### config.mk
export PLATFORM = sky130hd
export DESIGN_NAME = mcpu8
export DESIGN_NICKNAME = d
export VERILOG_FILES = /design/src/rtl/mcpu8_pkg.sv /design/src/rtl/mcpu8_ctrl.sv /design/src/rtl/mcpu8_aludec.sv /design/src/rtl/mcpu8_regfile.sv /design/src/rtl/mcpu8.sv
export SDC_FILE = /design/constraint.sdc
export NUM_CORES = 1
export LEC_CHECK = 0
export ABC_CLOCK_PERIOD_IN_PS = 12420
export BUFFER_PORTS_ARGS = -buffer_cell sky130_fd_sc_hd__buf_2
export CELL_PAD_IN_SITES_DETAIL_PLACEMENT = 2
export CELL_PAD_IN_SITES_GLOBAL_PLACEMENT = 2
export CORE_MARGIN = 2
export CORE_UTILIZATION = 41
export DETAILED_ROUTE_END_ITERATION = 8
export GPL_TIMING_DRIVEN = 0
export HOLD_SLACK_MARGIN = 0.03
export PLACE_DENSITY = 0.86
export SLEW_MARGIN = 30
export SYNTH_ARGS = -nofsm -noshare
export SYNTH_HDL_FRONTEND = slang
export SYNTH_SLANG_ARGS = --single-unit
### constraint.sdc
create_clock -name clk -period 12.42 [get_ports clk]
set_clock_uncertainty 0.05 [all_clocks]
set_input_delay 2.484 -clock clk [delete_from_list [all_inputs] [get_ports clk]]
set_output_delay 2.484 -clock clk [all_outputs]
set_load 0.02 [all_outputs]
### src/rtl/mcpu8_pkg.sv
package mcpu8_pkg;
  parameter int unsigned XW     = 8;
  parameter int unsigned INSN_W = 32;

  typedef logic [XW-1:0] word_t;

  typedef enum logic [3:0] {
    S_F0, S_F1, S_F2, S_F3, S_DEC, S_REX, S_IEX, S_ALUWB,
    S_BEQ, S_JMP, S_MADR, S_MRD, S_MWR, S_LDWB
  } state_t;

  typedef enum logic [2:0] {ALU_ADD, ALU_SUB, ALU_AND, ALU_OR, ALU_SLT} aluop_t;

  localparam logic [5:0] OP_RTYPE = 6'd0;
  localparam logic [5:0] OP_J     = 6'd2;
  localparam logic [5:0] OP_BEQ   = 6'd4;
  localparam logic [5:0] OP_ADDI  = 6'd8;
  localparam logic [5:0] OP_LB    = 6'd32;
  localparam logic [5:0] OP_SB    = 6'd40;

  localparam logic [5:0] FN_ADD = 6'd32;
  localparam logic [5:0] FN_SUB = 6'd34;
  localparam logic [5:0] FN_AND = 6'd36;
  localparam logic [5:0] FN_OR  = 6'd37;
  localparam logic [5:0] FN_SLT = 6'd42;

  function automatic word_t alu_eval(aluop_t op, word_t a, word_t b);
    word_t y;
    case (op)
      ALU_SUB: y = a - b;
      ALU_AND: y = a & b;
      ALU_OR:  y = a | b;
      ALU_SLT: y = ($signed(a) < $signed(b)) ? word_t'(1) : word_t'(0);
      default: y = a + b;
    endcase
    return y;
  endfunction
endpackage

### src/rtl/mcpu8_ctrl.sv
module mcpu8_ctrl
  import mcpu8_pkg::*;
(
  input  logic       clk,
  input  logic       rst,
  input  logic [5:0] op,
  output state_t     st
);
  state_t nx;

  always_comb begin
    nx = S_F0;
    case (st)
      S_F0:    nx = S_F1;
      S_F1:    nx = S_F2;
      S_F2:    nx = S_F3;
      S_F3:    nx = S_DEC;
      S_DEC: begin
        case (op)
          OP_RTYPE:     nx = S_REX;
          OP_ADDI:      nx = S_IEX;
          OP_BEQ:       nx = S_BEQ;
          OP_J:         nx = S_JMP;
          OP_LB, OP_SB: nx = S_MADR;
          default:      nx = S_F0;
        endcase
      end
      S_REX, S_IEX: nx = S_ALUWB;
      S_MADR:  nx = (op == OP_LB) ? S_MRD : S_MWR;
      S_MRD:   nx = S_LDWB;
      default: nx = S_F0;
    endcase
  end

  always_ff @(posedge clk) begin
    if (rst) st <= S_F0;
    else     st <= nx;
  end
endmodule

### src/rtl/mcpu8_aludec.sv
module mcpu8_aludec
  import mcpu8_pkg::*;
(
  input  logic       use_funct,
  input  logic       compare,
  input  logic [5:0] funct,
  output aluop_t     aluop
);
  always_comb begin
    aluop = ALU_ADD;
    if (compare) begin
      aluop = ALU_SUB;
    end else if (use_funct) begin
      case (funct)
        FN_SUB:  aluop = ALU_SUB;
        FN_AND:  aluop = ALU_AND;
        FN_OR:   aluop = ALU_OR;
        FN_SLT:  aluop = ALU_SLT;
        default: aluop = ALU_ADD;
      endcase
    end
  end
endmodule

### src/rtl/mcpu8_regfile.sv
module mcpu8_regfile
  import mcpu8_pkg::*;
#(
  parameter int unsigned NREG = 8,
  localparam int unsigned RIW = $clog2(NREG)
) (
  input  logic           clk,
  input  logic           rst,
  input  logic [RIW-1:0] ra,
  input  logic [RIW-1:0] rb,
  input  logic           we,
  input  logic [RIW-1:0] wa,
  input  word_t          wd,
  output word_t          qa,
  output word_t          qb
);
  word_t regs [NREG];

  for (genvar g = 0; g < NREG; g++) begin : g_reg
    if (g == 0) begin : g_zero
      assign regs[g] = '0;
    end else begin : g_store
      word_t q;
      always_ff @(posedge clk) begin
        if (rst)                           q <= '0;
        else if (we && wa == RIW'(g))      q <= wd;
      end
      assign regs[g] = q;
    end
  end

  assign qa = regs[ra];
  assign qb = regs[rb];
endmodule

### src/rtl/mcpu8.sv
module mcpu8
  import mcpu8_pkg::*;
#(
  parameter int unsigned NREG = 8
) (
  input  logic          clk,
  input  logic          rst,
  output logic          mem_rd,
  output logic          mem_wr,
  output logic [XW-1:0] mem_addr,
  output logic [XW-1:0] mem_wdata,
  input  logic [XW-1:0] mem_rdata
);
  localparam int unsigned RIW    = $clog2(NREG);
  localparam int unsigned IBYTES = INSN_W / XW;

  state_t            st;
  word_t             pc_q, a_q, b_q, res_q, mdr_q;
  logic [INSN_W-1:0] ir_q;

  // instruction fields
  logic [5:0]     op;
  logic [5:0]     funct;
  logic [RIW-1:0] ra_idx, rb_idx, rd_idx;
  word_t          imm8, jmp_dest, br_off;
  assign op       = ir_q[31:26];
  assign funct    = ir_q[5:0];
  assign ra_idx   = ir_q[21 +: RIW];
  assign rb_idx   = ir_q[16 +: RIW];
  assign rd_idx   = ir_q[11 +: RIW];
  assign imm8     = ir_q[XW-1:0];
  assign br_off   = {ir_q[XW-3:0], 2'b00};
  assign jmp_dest = {ir_q[XW-3:0], 2'b00};

  logic unused_fields;
  assign unused_fields = ^{ir_q[25:21+RIW], ir_q[20:16+RIW], ir_q[15:11+RIW], ir_q[10:XW]};

  // named events for the checker
  logic       fetching, fetch_last, jmp_fire, br_fire, mem_phase;
  logic [1:0] fetch_idx;
  assign fetching   = (st < S_DEC);
  assign fetch_last = (st == S_F3);
  assign fetch_idx  = st[1:0];
  assign jmp_fire   = (st == S_JMP);
  assign mem_phase  = (st == S_MRD) || (st == S_MWR);

  mcpu8_ctrl u_ctrl (
    .clk (clk),
    .rst (rst),
    .op  (op),
    .st  (st)
  );

  // register file
  logic           rf_we;
  logic [RIW-1:0] rf_wa;
  word_t          rf_wd, rf_qa, rf_qb;
  assign rf_we = (st == S_ALUWB) || (st == S_LDWB);
  assign rf_wa = (st == S_ALUWB && op == OP_RTYPE) ? rd_idx : rb_idx;
  assign rf_wd = (st == S_LDWB) ? mdr_q : res_q;

  mcpu8_regfile #(.NREG(NREG)) u_rf (
    .clk (clk),
    .rst (rst),
    .ra  (ra_idx),
    .rb  (rb_idx),
    .we  (rf_we),
    .wa  (rf_wa),
    .wd  (rf_wd),
    .qa  (rf_qa),
    .qb  (rf_qb)
  );

  // shared ALU
  aluop_t alu_op;
  word_t  alu_a, alu_b, alu_y;
  logic   alu_zero;

  mcpu8_aludec u_dec (
    .use_funct (st == S_REX),
    .compare   (st == S_BEQ),
    .funct     (funct),
    .aluop     (alu_op)
  );

  always_comb begin
    alu_a = a_q;
    alu_b = b_q;
    if (fetching) begin
      alu_a = pc_q;
      alu_b = word_t'(1);
    end else if (st == S_DEC) begin
      alu_a = pc_q;
      alu_b = br_off;
    end else if (st == S_IEX || st == S_MADR) begin
      alu_b = imm8;
    end
  end

  assign alu_y    = alu_eval(alu_op, alu_a, alu_b);
  assign alu_zero = (alu_y == '0);
  assign br_fire  = (st == S_BEQ) && alu_zero;

  // datapath registers
  always_ff @(posedge clk) begin
    if (rst) begin
      pc_q  <= '0;
      ir_q  <= '0;
      a_q   <= '0;
      b_q   <= '0;
      res_q <= '0;
      mdr_q <= '0;
    end else begin
      if (fetching) begin
        ir_q[(IBYTES-1-int'(fetch_idx))*XW +: XW] <= mem_rdata;
        pc_q <= alu_y;
      end else if (br_fire) begin
        pc_q <= res_q;
      end else if (jmp_fire) begin
        pc_q <= jmp_dest;
      end
      if (st == S_DEC) begin
        a_q <= rf_qa;
        b_q <= rf_qb;
      end
      if (st == S_DEC || st == S_REX || st == S_IEX || st == S_MADR) res_q <= alu_y;
      if (st == S_MRD) mdr_q <= mem_rdata;
    end
  end

  assign mem_rd    = fetching || (st == S_MRD);
  assign mem_wr    = (st == S_MWR);
  assign mem_addr  = mem_phase ? res_q : pc_q;
  assign mem_wdata = b_q;
endmodule

---- Word-level counts from Yosys, hierarchy flattened ----
Index checks and enable logic that the tools add are counted.
cells by class
  shift-type cells ........................ 2
  bitwise operators ....................... 4
  $lt $le $gt $ge ......................... 4
  eq/ne operators ......................... 33
  reductions and logical operators ........ 22
  muxes and demuxes ....................... 26
  add/sub/neg operators ................... 4
operators by type and width
  cell                     count
  $mux 8                   14
  $bmux 8 s3               2
  $eq 6x6->1 const B       6
  $neg 32->34              1
  $shift 8x34->32 const A  1
  $shiftx 8x34->32         1
  $bwmux 32                1
  $pmux 4 s8               1
  $pmux 8 s4               1
  $eq 4x4->1 const B       6
  $pmux 4 s5               1
  $eq 4x3->1 const B       4
  $eq 3x3->1 const B       5
  $eq 3x2->1 const B       4
  $mux 3                   4
  $pmux 3 s4               1
  $logic_and 1x1->1        9
  $add 8x8->8              1
  $and 8x8->8              1
  $eq 4x2->1 const B       2
  $ge 4x4->1 const B       2
  $logic_not 8->1          1
  $lt 8x8->1               1
  $not 3->4                2
  15 further kinds         23
word-level totals
  logic and storage cells ................. 109
  output and inout port bits .............. 18
  input bits .............................. 10
  register bits after elaboration ......... 132

---- Longest topological paths before layout ----
Gate-level depths: netlist of the first run.
  depth in word-level cells ............... 12
  gate-level depth with buffers ........... 22
  depth with buffers taken out ............ 19

---- Hierarchy ----
A second synthesis of the first run with hierarchy kept.
unflattened totals
  cells, all modules ...................... 920
  area, all modules ....................... 7993.9 µm²
modules (own cells, without submodules)
  module         seq. area each (µm²)  cells an instance  area each (µm²)  times used
  mcpu8          1261.2                537                4359.2           1
  mcpu8_regfile  1121.1                330                3188.1           1
  mcpu8_ctrl     80.1                  42                 382.9            1
  mcpu8_aludec   0.0                   11                 63.8             1

---- Worst setup path after synthesis of the first run ----
OpenSTA, ideal clock, no wires.
  path kind ............................... flip-flop to output port
  from .................................... register u_ctrl.st[0]
  to ...................................... output port mem_addr[0]
  stages on the path, launching flop included .. 8
  slack ................................... 7889 ps
  required time ........................... 9886 ps
  arrival ................................. 1997 ps
  buffers on the path ..................... 2
  cells stage by stage .................... dfxtp_1 inv_1 ha_1 clkbuf_1 and3_1 nand2b_1 clkbuf_1 mux2_1
on the way
  longest elaborated chain between the ends .. 3
  elaborated cells between the ends (all ways) .. 4
  classes of those cells .................. eq/ne (2); mux (1); reduce/logical (1)
ends and longest elaborated chain
  what                      line              text
  start: declaration        mcpu8_ctrl.sv:7   output state_t st
  start signal: assignment  mcpu8_ctrl.sv:37  else st <= nx;
  $eq 4x4->1                --
  named net mem_wr          mcpu8.sv:9        output logic mem_wr,
  $logic_or 1x1->1          mcpu8.sv:45       assign mem_phase = (st == S_MRD) || (st == S_MWR);
  $mux 8                    mcpu8.sv:133      assign mem_addr = mem_phase ? res_q : pc_q;
  end: declaration          mcpu8.sv:10       output logic [XW-1:0] mem_addr,
The timed path passes the listed nets, and every way through them passes these cells.

---- Final worst setup path of the first run ----
  from .................................... register u_ctrl.st[0]
  to ...................................... register pc_q[3]
on the way
  longest elaborated chain between the ends .. 12
  elaborated cells between the ends (all ways) .. 31
  classes of those cells .................. add/sub (2); order compare (2); eq/ne (10); mux (11); bitwise (2); reduce/logical (4)
ends and longest elaborated chain
  what                                             line             text
  $eq 4x3->1 / $eq 4x4->1 (equally long branches)  mcpu8.sv:95      end else if (st == S_IEX || st == S_MADR) begin
  $logic_or 1x1->1                                 mcpu8.sv:95
  $mux 8                                           mcpu8.sv:95
  $mux 8                                           mcpu8.sv:92      end else if (st == S_DEC) begin
  $mux 8                                           mcpu8.sv:89      if (fetching) begin
  $lt 8x8->1                                       mcpu8_pkg.sv:33  ALU_SLT: y = ($signed(a) < $signed(b)) ? word_t'(1) : word_t'(0);
  $mux 1                                           mcpu8_pkg.sv:33
  $pmux 8 s4                                       mcpu8_pkg.sv:29  case (op)
  $logic_not 8->1                                  mcpu8.sv:101     assign alu_zero = (alu_y == '0);
  $logic_and 1x1->1                                mcpu8.sv:102     assign br_fire = (st == S_BEQ) && alu_zero;
  $mux 8                                           mcpu8.sv:117     end else if (br_fire) begin
  $mux 8                                           mcpu8.sv:114     if (fetching) begin
  end signal: assignment                           mcpu8.sv:116     pc_q <= alu_y;
  end signal: assignment                           mcpu8.sv:118     pc_q <= res_q;
  end signal: assignment                           mcpu8.sv:120     pc_q <= jmp_dest;
  end: declaration                                 mcpu8.sv:18      word_t pc_q, a_q, b_q, res_q, mdr_q;
Several ways; a longest one is shown, not always the timed one.
A chain may end at the register's enable or synchronous reset.

==> reports/results.ini, run 1 <==
[synthesis]
netlist.area_leader.share = 0.338
synth_edf_count = 0
syn_area_mm2 = 0.00728
yosys.area_share.simple = 0.212
yosysMostFrequentCell = nor2_1
yosys.area_share.adder = 0.0588
synth_cell_types = 73
synth_top_family_by_area = compound AO/OA/AOI/OAI gates
synth-seq-area-share = 0.338
synth-seq-cells = 123
synthXorXnorAreaFrac = 0.00241
yosys_warnings = 0
synth_area_per_cell_um2 = 8.16
synthCells = 892
netlist_top_cells_area = dfxtp_1, nor2_1, ha_1
ys_async_sr_fraction = 0
synth_fp_nets = 935
synth_ff_type = dfxtp_1
synth_largest_area_cell = dfxtp_1
synth.mux.area_fraction = 0.121
synth-compound-area-share = 0.214
synth_top_cells_by_count = nor2_1, dfxtp_1, nand2_1

[die]
ioPinCount = 28
dieWidth_um = 137
core_area_mm2 = 0.0174
die_area_mm2 = 0.0188
die_h_um = 137
start_util = 0.419
rows = 48

[timing]
hold_viol_final = 0
worst_slack_ps = 6410
max_freq_mhz = 166
tightest_slew_ps = 1030
period_needed_ps = 6010
final-max-slew-violation-count = 0
period_share = 0.484
setup_viol = 0
tns_ps = 0
slew_headroom = 0.296
whs_ps = 431
rsz0062_at_grt = false

[global_route]
grt_usage = 0.376
antenna_found_initial = 0
grt-ovfl-total = 0
grt_max_degree = 17
grt_pass1_wl_um = 51600
grt_pass1_vias = 8203

[clock_tree]
numClockSinks = 123
cts_made_buffers = 17
cts_tree = done
hold_buffers = 0
clk_transition_reported_paths_ps = 60
cts.repair.resized = 0
htreeDepth = 4
postCtsSetupBuffers = 0
clock_latency_ps = 450
cts_buffer_depth = 2
root_buffer = clkbuf_16

[critical_path]
critical_path.max_stage_delay_ps = 640
worstSetupStartpointType = flip-flop
crit_slowest_cell = a211oi_1
end_kind = flip-flop
path_cells = inv_1 -> ha_1 -> clkbuf_1 -> nand2_1 -> nand2_1 -> clkbuf_1 -> nor2_1 -> a21oi_1 -> ha_1 -> clkbuf_1 -> nor2_1 -> a2bb2oi_1 -> nand3b_1 -> o2bb2ai_1 -> a211oi_1 -> nand4b_4 -> buf_6 -> nand2_1 -> o32ai_2
cp.depth = 19
critPathMaxFanout = 10
worstPathBufferInverterCount = 5
ff2ff_path_depth = 19
critPathTopFamily = compound AO/OA/AOI/OAI gates
crit_arrival_ps = 6310
cp.required_ps = 12720
crit_type = flip-flop to flip-flop

[route]
via_per_inst = 6.48
num_vias = 7623
drc_errors = 0
drt_first_pass_iters = 5
detail-route-antenna-nets = 0
wirelength_um = 34200
drtIter0Drc = 530
wl_per_cell_um = 29.1

[run_status]
outcome = finished, final reports clean

[place]
place.gp.congestion = 0.927
dp_slack_ps = 6790
io_buffers = 27
post-dp-hpwl_um = 22200

[final_layout]
diodes = 0
fin_util = 0.483
multi_input_area_mm2 = 0.00445
nFillCells = 1915
syn_to_final_growth_pct = 15.1
regArea_mm2 = 0.00246
drive_gt1_frac = 0.116
final_net_count = 981

[pwr]
finalPower_mw = 1.36
peakVddDrop_mv = 0.139
p_leak_nw = 3.18
power_density_mw_per_mm2 = 162

[min_path]
whs_path_depth = 2
hold_class = flip-flop to flip-flop

[job]
max_cap_violations = 0

[layout make-up]
cell class | count | share of cell area
Sequential cell | 123 | 0.294
Clock buffer | 19 | 0.0541
Clock inverter | 13 | 0.0254
Multi-Input combinational cell | 672 | 0.531
Timing Repair Buffer | 27 | 0.0161
Buffer | 64 | 0.0314
Inverter | 33 | 0.0148
Tap cell | 225 | 0.0336
[layout by cell type, fill, tap and decap left out, types with 4 or more instances in the layout]
cell type / instances
nand2_1: 91
a22oi_1: 31
a21oi_1: 76
nand2b_1: 9
mux4_2: 16
or2_0: 4
and2_1: 4
buf_1: 5
buf_2: 27
a221oi_1: 9
nor3_1: 20
nor2_1: 153
or3_1: 4
ha_1: 31
nand3b_1: 6
nor3b_1: 5
mux2_2: 17
inv_1: 31
bufinv_16: 5
a31oi_1: 5
clkbuf_16: 17
mux2_1: 7
o21ai_1: 15
clkbuf_1: 55
dfxtp_1: 123
o21ai_0: 5
a211oi_1: 43
or2_1: 4
o22ai_1: 6
mux2i_1: 24
nor2b_1: 10
o221ai_1: 5
nand3_1: 16
[routing by layer]
metal | up-vias | wire length [µm] | global-route usage
met3 | 145 | 1860 | 0.0688
met4 | 0 | 1870 | 0.216
li1 | 3281 | - | -
met1 | 3878 | 13400 | 0.440
met5 | - | 0 | 0
met2 | 319 | 17100 | 0.645
[final timing paths]
check / from / end / slack (ps)
worst max-delay path: u_ctrl.st[0]$_SDFF_PP0_ / pc_q[3]$_SDFFE_PP0P_ / 6410
worst min register to register: a_q[1]$_SDFFE_PP0P_ / a_q[1]$_SDFFE_PP0P_ / 430
worst min-delay path: a_q[1]$_SDFFE_PP0P_ / a_q[1]$_SDFFE_PP0P_ / 430
worst max register to register: u_ctrl.st[0]$_SDFF_PP0_ / pc_q[3]$_SDFFE_PP0P_ / 6410
[worst min-delay path, cell delays in order (launching register included)]
cell and delay [ps]:
dfxtp_1 320, nand2_1 60, a21oi_1 60
[cell families (layout without fill, tap and decap cells)]
family	count (synthesis)	count (layout)
AOI/OAI and AO/OA	229	229
xor gates and xnor gates	2	2
adders and majority gates	33	33
muxes	65	65
DFF	123	123
buffers and inverters	97	156
and+or+nand+nor	343	343
[power breakdown]
group / internal, mW / total [mW] / switching (mW) / leakage [nW]
registers: 0.413 / 0.438 / 0.0246 / 0.992
logic: 0.102 / 0.336 / 0.234 / 1.87
clock network: 0.368 / 0.584 / 0.216 / 0.316
[stage by stage]
stage               area [µm²]  cells
floorplan                 7280    892
global placement          7700   1144
global route              8380   1176
CTS                       8370   1176
detailed placement        7710   1144
finish                    8380   1176
[state kept, by name, summed over array words and instances (netlist names)]
signal            cells
pc_q                  8
mem_wdata             8
a_q                   8
u_ctrl.st             4
res_q                 8
u_rf.g.g_store.q     56
mdr_q                 8
ir_q                 23
Note: power is estimated with default switching activity, not from simulation.
==> run 2, diff against run 1 <==
Settings changed: ABC_CLOCK_PERIOD_IN_PS 12420 to 6270, CORE_UTILIZATION 41 to 38, PLACE_DENSITY 0.86 to 0.81.
Clock period 12.42 ns to 6.27 ns, I/O delays scaled along.
==> run 2 against run 1 <==
  * Sequential share of layout area grew 0.17 points
  * Via count is 4.3% lower
  * Non-clock buffer count did not move
  * Design area down 0.58%
==> reports/results.ini, run 2 (same netlist as run 1, synthesis figures left out) <==
[run_status]
outcome = finished, final reports clean  ; unchanged

[critical_path]
crit_arrival_ps = 5760  ; was 6310 ps
critical_path.max_stage_delay_ps = 610  ; was 640 ps
worstSetupStartpointType = flip-flop  ; unchanged
cp.required_ps = 6520  ; was 12,720 ps
end_kind = flip-flop  ; unchanged
crit_type = flip-flop to flip-flop  ; unchanged
cpMostUsedCell = clkbuf_1
crit_slowest_cell = a211oi_1  ; unchanged
path_cells = inv_1 -> ha_1 -> clkbuf_1 -> nand2_1 -> nand2_1 -> clkbuf_1 -> nor2_1 -> a21oi_1 -> ha_1 -> clkbuf_1 -> nor2_1 -> o211ai_1 -> nand3b_1 -> o22ai_1 -> a211oi_1 -> nand4b_4 -> buf_6 -> mux2i_1 -> o221ai_1  ; was inv_1 -> ha_1 -> clkbuf_1 -> nand2_1 -> nand2_1 -> clkbuf_1 -> nor2_1 -> a21oi_1 -> ha_1 -> clkbuf_1 -> nor2_1 -> a2bb2oi_1 -> nand3b_1 -> o2bb2ai_1 -> a211oi_1 -> nand4b_4 -> buf_6 -> nand2_1 -> o32ai_2
critPathTopFamily = simple AND/OR/NAND/NOR gates  ; was compound AO/OA/AOI/OAI gates
critPathMaxFanout = 10  ; unchanged
worstPathBufferInverterCount = 5  ; unchanged

[clock_tree]
cts_buffer_depth = 2  ; unchanged
clk_transition_reported_paths_ps = 60  ; about the same
clock_latency_ps = 450  ; about the same
htreeDepth = 4  ; unchanged
hold_buffers = 0  ; unchanged
cts.repair.resized = 0  ; unchanged
postCtsSetupBuffers = 0  ; unchanged
numClockSinks = 123  ; unchanged
root_buffer = clkbuf_16  ; unchanged
cts_tree = done  ; unchanged
cts_made_buffers = 17  ; unchanged

[global_route]
grt-ovfl-total = 0  ; unchanged
antenna_found_initial = 0  ; unchanged
grt_pass1_wl_um = 47100  ; was 51,600 µm
grt_usage = 0.312  ; was 0.376
grt_pass1_vias = 7697  ; was 8,203
grt_max_degree = 17  ; unchanged

[place]
place.gp.congestion = 0.863  ; was 0.927
io_buffers = 27  ; unchanged
post-dp-hpwl_um = 21500  ; was 22,200 µm

[die]
rows = 50  ; was 48
ioPinCount = 28  ; unchanged
dieWidth_um = 142  ; was 137 µm
die_h_um = 142  ; was 137 µm
core_area_mm2 = 0.0188  ; was 0.0174 mm²
start_util = 0.388  ; was 0.419
die_area_mm2 = 0.0203  ; was 0.0188 mm²

[final_layout]
largest_reg_flops = 56  ; unchanged
final_common_cell = nor2_1  ; unchanged
final_cell_mix = nor2_1, dfxtp_1, nand2_1  ; unchanged
final_net_count = 981  ; unchanged
diodes = 0  ; unchanged
top_regs = u_rf.g.g_store.q (56), ir_q (23)  ; unchanged
top_register = u_rf.g.g_store.q  ; unchanged
drive_gt1_frac = 0.117  ; was 0.116
syn_to_final_growth_pct = 14.4  ; was 15.1%

[timing]
rsz0062_at_grt = false  ; unchanged
period_share = 0.878  ; was 0.484
period_needed_ps = 5510  ; was 6010 ps
max_freq_mhz = 182  ; was 166 MHz
tightest_slew_ps = 1090  ; was 1030 ps
whs_ps = 408  ; was 431 ps
final-max-slew-violation-count = 0  ; unchanged
slew_headroom = 0.251  ; was 0.296
tns_ps = 0  ; unchanged
hold_viol_final = 0  ; unchanged
setup_viol = 0  ; unchanged

[route]
wl_per_cell_um = 25.8  ; was 29.1 µm
drt_first_pass_iters = 5  ; unchanged
via_per_inst = 6.16  ; was 6.48
drc_errors = 0  ; unchanged
drtIter0Drc = 616  ; was 530
num_vias = 7299  ; was 7,623
detail-route-antenna-nets = 0  ; unchanged
wirelength_um = 30600  ; was 34,200 µm

[job]
max_cap_violations = 0  ; unchanged

[pwr]
p_leak_nw = 3.14  ; was 3.18 nW
power_density_mw_per_mm2 = 301  ; was 162 mW/mm²
peakVddDrop_mv = 0.199  ; was 0.139 mV

[min_path]
hold_class = flip-flop to flip-flop  ; unchanged

-- run 2: cell count changes in the layout (fill, tap and decap cells not counted) --
cell and delta:
bufinv_16 -3, mux2i_1 -1, clkinv_4 +2, mux2i_2 +1, inv_8 +2, clkbuf_8 -1
-- run 2: path summary, 6_finish.rpt --
check | from | endpoint | slack (ps) | depth (start not counted)
worst max-delay path | u_ctrl.st[0]$_SDFF_PP0_ | pc_q[5]$_SDFFE_PP0P_ | 760 | 19
worst min-delay path | a_q[2]$_SDFFE_PP0P_ | a_q[2]$_SDFFE_PP0P_ | 410 | 2
worst max register to register | u_ctrl.st[0]$_SDFF_PP0_ | pc_q[5]$_SDFFE_PP0P_ | 760 | 19
worst min register to register | a_q[2]$_SDFFE_PP0P_ | a_q[2]$_SDFFE_PP0P_ | 410 | 2
-- run 2: layout make-up --
class                   count  area, µm²
well taps                 234        293
fillers                  2136      10400
flip-flops and latches    123       2460
plain buffers              64        263
clock buffers              18        439
inverters                  33        124
clock inverters            14        163
multi-input cells         672       4450
repair buffers             27        135
-- run 2: routing by layer --
layer | vias to the layer above | part of all wire | wire length (µm) | GRT usage
met5 | - | 0 | 0 | 0
met4 | 0 | 0.020 | 616 | 0.0886
met3 | 46 | 0.053 | 1610 | 0.0619
met2 | 228 | 0.48 | 14500 | 0.522
met1 | 3729 | 0.45 | 13800 | 0.410
li1 | 3296 | - | - | -
-- run 2: worst register-to-register path, cell delays in order (launching register included) --
cell	delay (ps)
dfxtp_1	400
inv_1	180
ha_1	160
clkbuf_1	270
nand2_1	420
nand2_1	300
clkbuf_1	530
nor2_1	100
a21oi_1	300
ha_1	300
clkbuf_1	210
nor2_1	200
o211ai_1	180
nand3b_1	170
o22ai_1	100
a211oi_1	610
nand4b_4	330
buf_6	190
mux2i_1	260
o221ai_1	130
-- run 2: per-stage QoR --
step | std cells | util | power [mW] | worst slack (ps) | instance area, µm²
finish | 1185 | 0.444 | 2.50 | 764 | 8330
global placement | 1153 | 0.411 | 1.45 | 939 | 7710
floorplan | 892 | - | 1.27 | 2050 | 7280
detailed placement | 1153 | 0.411 | 1.47 | 845 | 7720
CTS | 1185 | 0.444 | 2.50 | 739 | 8320
global route | 1185 | 0.444 | 2.61 | 347 | 8330
-- run 2: power by group --
group	leakage, nW	switching, mW	internal (mW)
Combinational	1.86	0.414	0.200
Sequential	0.992	0.0432	0.818
Clock	0.287	0.424	0.604
